--- src/rtl/mont_pkg.sv ---
package mont_pkg;

  typedef enum logic [2:0] {
    ST_IDLE,
    ST_HEAD,
    ST_INNER,
    ST_DRAIN,
    ST_TAIL,
    ST_FINAL,
    ST_DONE
  } monState_t;

  // strobes from the sequencer into the datapath
  typedef struct packed {
    logic ldOpen;   // operand registers writable
    logic clearY;   // zero the accumulator
    logic head;     // word 0 of stage 1 plus quotient digit
    logic s1En;     // stage 1, product accumulation
    logic s2En;     // stage 2, reduction accumulation
    logic tail;     // fold the carries into the top words
    logic subEn;    // serial trial subtraction
    logic subLast;  // last word of the subtraction
    logic done;     // result is presented
  } monStrobe_t;

endpackage

--- src/rtl/mont_ctrl.sv ---
module mont_ctrl
  import mont_pkg::*;
#(
  parameter int G = 8
) (
  input  logic                      clk,
  input  logic                      rst_n,
  input  logic                      start,
  input  logic                      resReady,
  output logic                      busy,
  output logic                      resValid,
  output monStrobe_t                strb,
  output logic [$clog2(G)-1:0]      s1Idx,
  output logic [$clog2(G)-1:0]      s2Idx,
  output logic [$clog2(G)-1:0]      bIdx,
  output logic [$clog2(G+1)-1:0]    subIdx
);

  localparam int AW  = $clog2(G);
  localparam int IW  = $clog2(G + 1);
  localparam int LAT = G * G + 3 * G + 1;
  localparam logic [IW-1:0] LAST_I = IW'(G - 1);
  localparam logic [IW-1:0] TOP_I  = IW'(G);
  localparam logic [AW-1:0] LAST_J = AW'(G - 1);

  monState_t state;
  logic [IW-1:0] iCnt;
  logic [AW-1:0] jCnt;

  always_ff @(posedge clk or negedge rst_n) begin
    if (!rst_n) begin
      state <= ST_IDLE;
      iCnt  <= '0;
      jCnt  <= '0;
    end else begin
      unique case (state)
        ST_IDLE: if (start) begin
          state <= ST_HEAD;
          jCnt  <= '0;
        end
        ST_HEAD: begin
          state <= ST_INNER;
          iCnt  <= IW'(1);
        end
        ST_INNER: begin
          if (iCnt == LAST_I) state <= ST_DRAIN;
          else                iCnt  <= iCnt + IW'(1);
        end
        ST_DRAIN: state <= ST_TAIL;
        ST_TAIL: begin
          if (jCnt == LAST_J) begin
            state <= ST_FINAL;
            iCnt  <= '0;
          end else begin
            state <= ST_HEAD;
            jCnt  <= jCnt + AW'(1);
          end
        end
        ST_FINAL: begin
          if (iCnt == TOP_I) state <= ST_DONE;
          else               iCnt  <= iCnt + IW'(1);
        end
        ST_DONE: if (resReady) state <= ST_IDLE;
        default: state <= ST_IDLE;
      endcase
    end
  end

  always_comb begin
    strb         = '0;
    strb.ldOpen  = (state == ST_IDLE);
    strb.clearY  = (state == ST_IDLE) && start;
    strb.head    = (state == ST_HEAD);
    strb.s1En    = (state == ST_INNER);
    strb.s2En    = (state == ST_INNER) || (state == ST_DRAIN);
    strb.tail    = (state == ST_TAIL);
    strb.subEn   = (state == ST_FINAL);
    strb.subLast = (state == ST_FINAL) && (iCnt == TOP_I);
    strb.done    = (state == ST_DONE);
  end

  assign s1Idx    = (state == ST_HEAD) ? '0 : iCnt[AW-1:0];
  assign s2Idx    = (state == ST_DRAIN) ? LAST_J : (iCnt[AW-1:0] - AW'(1));
  assign bIdx     = jCnt;
  assign subIdx   = iCnt;
  assign busy     = (state != ST_IDLE) && (state != ST_DONE);
  assign resValid = (state == ST_DONE);

  // cycles since start was accepted, for the latency check
  logic [15:0] latCnt;
  always_ff @(posedge clk or negedge rst_n) begin
    if (!rst_n)                         latCnt <= '0;
    else if (state == ST_IDLE && start) latCnt <= 16'd1;
    else if (busy)                      latCnt <= latCnt + 16'd1;
  end

  // completion lands exactly LAT cycles after acceptance
  a_r5_latency: assert property (@(posedge clk) disable iff (!rst_n)
    $rose(resValid) |-> (latCnt == 16'(LAT + 1)));

  // a new pass only starts from idle or from the end of a pass
  a_r6_no_restart: assert property (@(posedge clk) disable iff (!rst_n)
    (busy && state != ST_TAIL) |=> (state != ST_HEAD));

endmodule

--- src/rtl/mont_datapath.sv ---
module mont_datapath
  import mont_pkg::*;
#(
  parameter int W = 16,
  parameter int G = 8
) (
  input  logic                      clk,
  input  logic                      rst_n,
  input  monStrobe_t                strb,
  input  logic [$clog2(G)-1:0]      s1Idx,
  input  logic [$clog2(G)-1:0]      s2Idx,
  input  logic [$clog2(G)-1:0]      bIdx,
  input  logic [$clog2(G+1)-1:0]    subIdx,
  input  logic                      ldValid,
  input  logic [1:0]                ldSel,
  input  logic [$clog2(G)-1:0]      ldIdx,
  input  logic [W-1:0]              ldData,
  output logic [G*W-1:0]            resWord
);

  localparam int AW = $clog2(G);
  localparam int IW = $clog2(G + 1);
  localparam int DW = 2 * W;
  localparam logic [IW-1:0] TOP_I = IW'(G);

  logic [W-1:0] aReg [G];
  logic [W-1:0] bReg [G];
  logic [W-1:0] nReg [G];
  logic [W-1:0] dReg [G];
  logic [W-1:0] yReg [G+1];
  logic [W-1:0] n0p, mReg, tPipe, c1Reg, c2Reg;
  logic         borrowReg, useDiff;

  // stage 1: product word plus accumulator word plus product carry
  logic [W-1:0]  bWord, c1In;
  logic [DW-1:0] s1Sum;
  logic [W-1:0]  mNext;
  assign bWord = bReg[bIdx];
  assign c1In  = strb.head ? '0 : c1Reg;
  assign s1Sum = DW'(yReg[IW'(s1Idx)]) + DW'(c1In)
               + DW'(aReg[s1Idx]) * DW'(bWord);
  assign mNext = s1Sum[W-1:0] * n0p;

  // stage 2: reduction word plus stage 1 result plus reduction carry
  logic [DW-1:0] s2Sum;
  assign s2Sum = DW'(tPipe) + DW'(c2Reg) + DW'(mReg) * DW'(nReg[s2Idx]);

  // end of pass: fold both carries into the top accumulator word
  logic [DW-1:0] tailSum;
  assign tailSum = DW'(c1Reg) + DW'(c2Reg) + DW'(yReg[G]);

  // serial trial subtraction Y - N, N padded with a zero top word
  logic [W-1:0] subN;
  logic         borrowIn;
  logic [W:0]   subDiff;
  assign subN     = (subIdx == TOP_I) ? '0 : nReg[subIdx[AW-1:0]];
  assign borrowIn = (subIdx == '0) ? 1'b0 : borrowReg;
  assign subDiff  = {1'b0, yReg[subIdx]} - {1'b0, subN} - (W+1)'(borrowIn);

  always_ff @(posedge clk or negedge rst_n) begin
    if (!rst_n) begin
      for (int k = 0; k < G; k++) begin
        aReg[k] <= '0;
        bReg[k] <= '0;
        nReg[k] <= '0;
        dReg[k] <= '0;
      end
      for (int k = 0; k <= G; k++) yReg[k] <= '0;
      n0p       <= '0;
      mReg      <= '0;
      tPipe     <= '0;
      c1Reg     <= '0;
      c2Reg     <= '0;
      borrowReg <= 1'b0;
      useDiff   <= 1'b0;
    end else begin
      if (strb.ldOpen && ldValid) begin
        unique case (ldSel)
          2'd0: aReg[ldIdx] <= ldData;
          2'd1: bReg[ldIdx] <= ldData;
          2'd2: nReg[ldIdx] <= ldData;
          default: n0p <= ldData;
        endcase
      end
      if (strb.clearY) begin
        for (int k = 0; k <= G; k++) yReg[k] <= '0;
      end
      if (strb.head) begin
        c1Reg <= s1Sum[DW-1:W];
        tPipe <= s1Sum[W-1:0];
        mReg  <= mNext;
        c2Reg <= '0;
      end
      if (strb.s1En) begin
        c1Reg <= s1Sum[DW-1:W];
        tPipe <= s1Sum[W-1:0];
      end
      if (strb.s2En) begin
        c2Reg <= s2Sum[DW-1:W];
        if (s2Idx != '0) yReg[IW'(s2Idx) - IW'(1)] <= s2Sum[W-1:0];
      end
      if (strb.tail) begin
        yReg[G-1] <= tailSum[W-1:0];
        yReg[G]   <= tailSum[DW-1:W];
      end
      if (strb.subEn) begin
        borrowReg <= subDiff[W];
        if (strb.subLast) useDiff <= !subDiff[W];
        else              dReg[subIdx[AW-1:0]] <= subDiff[W-1:0];
      end
    end
  end

  logic [G*W-1:0] aFlat, bFlat, nFlat;
  for (genvar k = 0; k < G; k++) begin : g_flat
    assign resWord[k*W +: W] = useDiff ? dReg[k] : yReg[k];
    assign aFlat[k*W +: W]   = aReg[k];
    assign bFlat[k*W +: W]   = bReg[k];
    assign nFlat[k*W +: W]   = nReg[k];
  end

  // with operands below N the accumulator stays below 2N after each pass
  a_r3_acc_bound: assert property (@(posedge clk) disable iff (!rst_n)
    strb.tail |=> (yReg[G] <= W'(1)));

  // presented result is fully reduced
  a_r4_below_n: assert property (@(posedge clk) disable iff (!rst_n)
    strb.done |-> (resWord < nFlat));

  // operand registers frozen outside idle
  a_r7_frozen: assert property (@(posedge clk) disable iff (!rst_n)
    !strb.ldOpen |=> ($stable(aFlat) && $stable(bFlat) && $stable(nFlat)));

endmodule

--- src/rtl/wsmont_mul.sv ---
module wsmont_mul
  import mont_pkg::*;
#(
  parameter int W = 16,
  parameter int G = 8
) (
  input  logic                   clk,
  input  logic                   rst_n,
  input  logic                   ldValid,
  input  logic [1:0]             ldSel,
  input  logic [$clog2(G)-1:0]   ldIdx,
  input  logic [W-1:0]           ldData,
  input  logic                   start,
  output logic                   busy,
  output logic                   resValid,
  input  logic                   resReady,
  output logic [G*W-1:0]         resWord
);

  localparam int AW = $clog2(G);
  localparam int IW = $clog2(G + 1);

  monStrobe_t    strb;
  logic [AW-1:0] s1Idx, s2Idx, bIdx;
  logic [IW-1:0] subIdx;

  mont_ctrl #(.G(G)) u_ctrl (
    .clk      (clk),
    .rst_n    (rst_n),
    .start    (start),
    .resReady (resReady),
    .busy     (busy),
    .resValid (resValid),
    .strb     (strb),
    .s1Idx    (s1Idx),
    .s2Idx    (s2Idx),
    .bIdx     (bIdx),
    .subIdx   (subIdx)
  );

  mont_datapath #(.W(W), .G(G)) u_dp (
    .clk     (clk),
    .rst_n   (rst_n),
    .strb    (strb),
    .s1Idx   (s1Idx),
    .s2Idx   (s2Idx),
    .bIdx    (bIdx),
    .subIdx  (subIdx),
    .ldValid (ldValid),
    .ldSel   (ldSel),
    .ldIdx   (ldIdx),
    .ldData  (ldData),
    .resWord (resWord)
  );

  // a waiting result is held unchanged until taken
  a_r8_hold: assert property (@(posedge clk) disable iff (!rst_n)
    (resValid && !resReady) |=> (resValid && $stable(resWord)));

endmodule

--- config.mk ---
export PLATFORM = sky130hd
export DESIGN_NAME = wsmont_mul
export DESIGN_NICKNAME = d
export VERILOG_FILES = /design/src/rtl/mont_pkg.sv /design/src/rtl/mont_ctrl.sv /design/src/rtl/mont_datapath.sv /design/src/rtl/wsmont_mul.sv
export SDC_FILE = /design/constraint.sdc
export NUM_CORES = 2
export LEC_CHECK = 0
export ABC_AREA = 1
export CORE_MARGIN = 2
export CORE_UTILIZATION = 45
export CTS_CLUSTER_DIAMETER = 60
export DETAILED_ROUTE_END_ITERATION = 8
export PLACE_DENSITY = 0.65
export SKIP_LAST_GASP = 1
export SYNTH_ARGS = -nofsm -noshare
export SYNTH_HDL_FRONTEND = slang
export SYNTH_HIERARCHICAL = 1
export SYNTH_SLANG_ARGS = --single-unit
--- constraint.sdc ---
create_clock -name clk -period 31.2 [get_ports clk]
set_clock_uncertainty 0.1 [all_clocks]
set_input_delay 3.12 -clock clk [delete_from_list [all_inputs] [get_ports clk]]
set_output_delay 3.12 -clock clk [all_outputs]
set_load 0.005 [all_outputs]
==> impl_metrics.yaml <==
clocking:
  clk_root_buffer_cell: "clkbuf_16"
  cts_made_buffers: 90
  clk_pin_slew_worst_paths_ns: 0.06
  hold_buffers: 0
  worst_skew_pair.late_latency_ns: 0.75
  cts.sinks: 748
  post_cts_buffers: 0
  clockBufferDepth: 3
  cts_resized: 0
  htree_levels: 3
  cts_tree: "yes"
finish:
  drive_gt1_share_pct: 4.34
  syn2layout_area_growth_pct: 10.5
  nNetsFinal: 8182
  fillers: 12465
global_route:
  gr-total-overflow: 0
  grt_usage_pct: 30.3
  antenna_found_initial: 10
  grt_max_degree: 175
  grt_pass1_wl_um: 312000
  grt_pass1_vias: 50231
synthesis:
  postSynthAreaPerCell_sq_um: 8.03
  synth.net_count: 8238
  syn_inst: 7352
  yosys_warnings: 6
  synthesis.area_sq_mm: 0.0590
sta:
  period_needed_ns: 12.69
  fmax_mhz: 78.8
  setup-violations-final: 0
  rsz0062_at_grt: "false"
  hold_viol: 0
  tns_ns: 0
  period_share_pct: 40.7
  tightest_slew_ns: 1.32
  relSlewSlack_pct: 11.8
  finalMaxSlewViolations: 0
floorplanning:
  fp.dieH_um: 366
  fp-row-count: 132
  pin_count: 156
  die-area_sq_mm: 0.134
  fp.dieW_um: 366
  start_util_pct: 45.4
  coreArea_sq_mm: 0.130
worst_hold_path:
  hold_path_end: "u_dp/bFlat[106]$_DFFE_PN0P_"
  whs_path_depth: 2
  min_from: "u_dp/bFlat[106]$_DFFE_PN0P_"
  min_path_type: "flip-flop to flip-flop"
routing:
  avgViaCountPerCell: 5.65
  drt-pass1-iter-count: 8
  wirelength_um: 204000
  drtAntennaViolNets: 0
  num_vias: 51499
  drc: 0
  wl_per_cell_um: 22.4
  drt_iter0_drc: 6163
flow_run:
  maxCapViolCount: 0
place:
  gp_congestion: 0.976
  io_buffer_count: 155
  post-dp-hpwl_um: 151000
critical_path:
  cp_max_fo: 41
  slowest_delay_ns: 0.66
  r2r_end: "u_dp/mReg[15]$_DFFE_PN0P_"
  cp-end-kind: "flip-flop"
  reg2regPathDepth: 47
  cp_common_cell: "fa_1"
  criticalPathCategory: "flip-flop to flip-flop"
  crit_arrival_ns: 13.18
  r2r-start: "u_ctrl/state[2]$_DFFE_PN0P_"
  cp.required_ns: 31.69
  worstSetupStartpointType: "flip-flop"
  crit_slowest_cell: "o21ai_1"
  ff2ff_setup_slack_ns: 18.51
status:
  status: "complete, no violations"
-- per-stage QoR --
stage / hold WS, ns / setup slack [ns] / util [%] / instances / area [sq um]
CTS: 0.380 / 18.57 / 50.2 / 9112 / 65200
detailed placement: 0.365 / 18.64 / 47.8 / 8946 / 62000
global route: 0.393 / 17.83 / 50.2 / 9112 / 65200
finish: 0.382 / 18.51 / 50.2 / 9114 / 65200
floorplan: 0.342 / 20.41 / - / 7352 / 59000
global placement: 0.355 / 18.84 / 47.8 / 8946 / 62000
-- sequential cells by signal, indices dropped and copies added (netlist names), 4 cells and up --
signal and flops:
u_dp/aFlat 128, u_dp/mReg 16, u_dp/tPipe 16, u_dp/n0p 16
u_dp/dReg 128, u_dp/c2Reg 16, u_ctrl/subIdx 4, u_dp/c1Reg 16
u_dp/nFlat 128, u_dp/yReg 144, u_dp/bFlat 128
-- worst max-delay path, delay by kind of cell (launching register included) --
kind | cells | cell delay [ns]
AO/OA/AOI/OAI | 3 | 0.95
adder cells (fa/ha/maj) | 14 | 6.64
buffers and inverters | 12 | 2.27
flip-flops | 1 | 0.56
AND/OR/NAND/NOR | 18 | 1.92
-- routing by layer --
metal	vias up	track usage (%)	share of wire (%)	wire length [um]
met5	-	0	0.032	66
met4	8	13.8	5.3	10900
met3	442	5.12	8.5	17400
met2	2402	47.2	45	91300
met1	25352	41.4	41	84600
li1	23295	-	-	-
-- layout make-up --
cell class | count | area (sq um) | area share (%)
inverters | 1165 | 4380 | 6.72
well taps | 1742 | 2180 | 3.34
multi-input cells | 5053 | 34500 | 52.9
diodes | 2 | 5.00 | 0.00767
clock buffers | 121 | 2510 | 3.85
flip-flops and latches | 748 | 18700 | 28.7
repair buffers | 238 | 2200 | 3.38
clock inverters | 45 | 701 | 1.07
-- layout by cell type (no fill, tap or decap), types with 24 or more instances in the layout --
cell type / count
o21ai_0: 992
nor3_1: 24
fa_1: 537
inv_1: 1133
dfrtp_1: 745
xor2_1: 32
nor2_1: 557
clkdlybuf4s50_1: 154
nand2_1: 1590
o21ai_1: 24
a22oi_1: 64
clkbuf_16: 90
xnor2_1: 29
o32ai_1: 37
a21oi_1: 221
buf_4: 81
a221oi_1: 50
o22ai_1: 90
nand3_1: 310
ha_1: 323
-- worst max path at each step --
stage	endpoint	cells past startpoint	start	slack, ns
2_1_floorplan	u_dp/mReg[15]$_DFFE_PN0P_	56	u_ctrl/state[2]$_DFFE_PN0P_	20.41
3_3_place_gp	u_dp/mReg[15]$_DFFE_PN0P_	47	u_ctrl/state[2]$_DFFE_PN0P_	18.84
3_5_place_dp	u_dp/mReg[15]$_DFFE_PN0P_	47	u_ctrl/state[2]$_DFFE_PN0P_	18.64
4_1_cts	u_dp/mReg[15]$_DFFE_PN0P_	47	u_ctrl/state[2]$_DFFE_PN0P_	18.57
5_1_grt	u_dp/mReg[15]$_DFFE_PN0P_	47	u_ctrl/state[2]$_DFFE_PN0P_	17.83
6_report	u_dp/mReg[15]$_DFFE_PN0P_	47	u_ctrl/state[2]$_DFFE_PN0P_	18.51
Power is not shown: default switching activity piles up to over one toggle a cycle in this logic, so the estimate is an artifact.
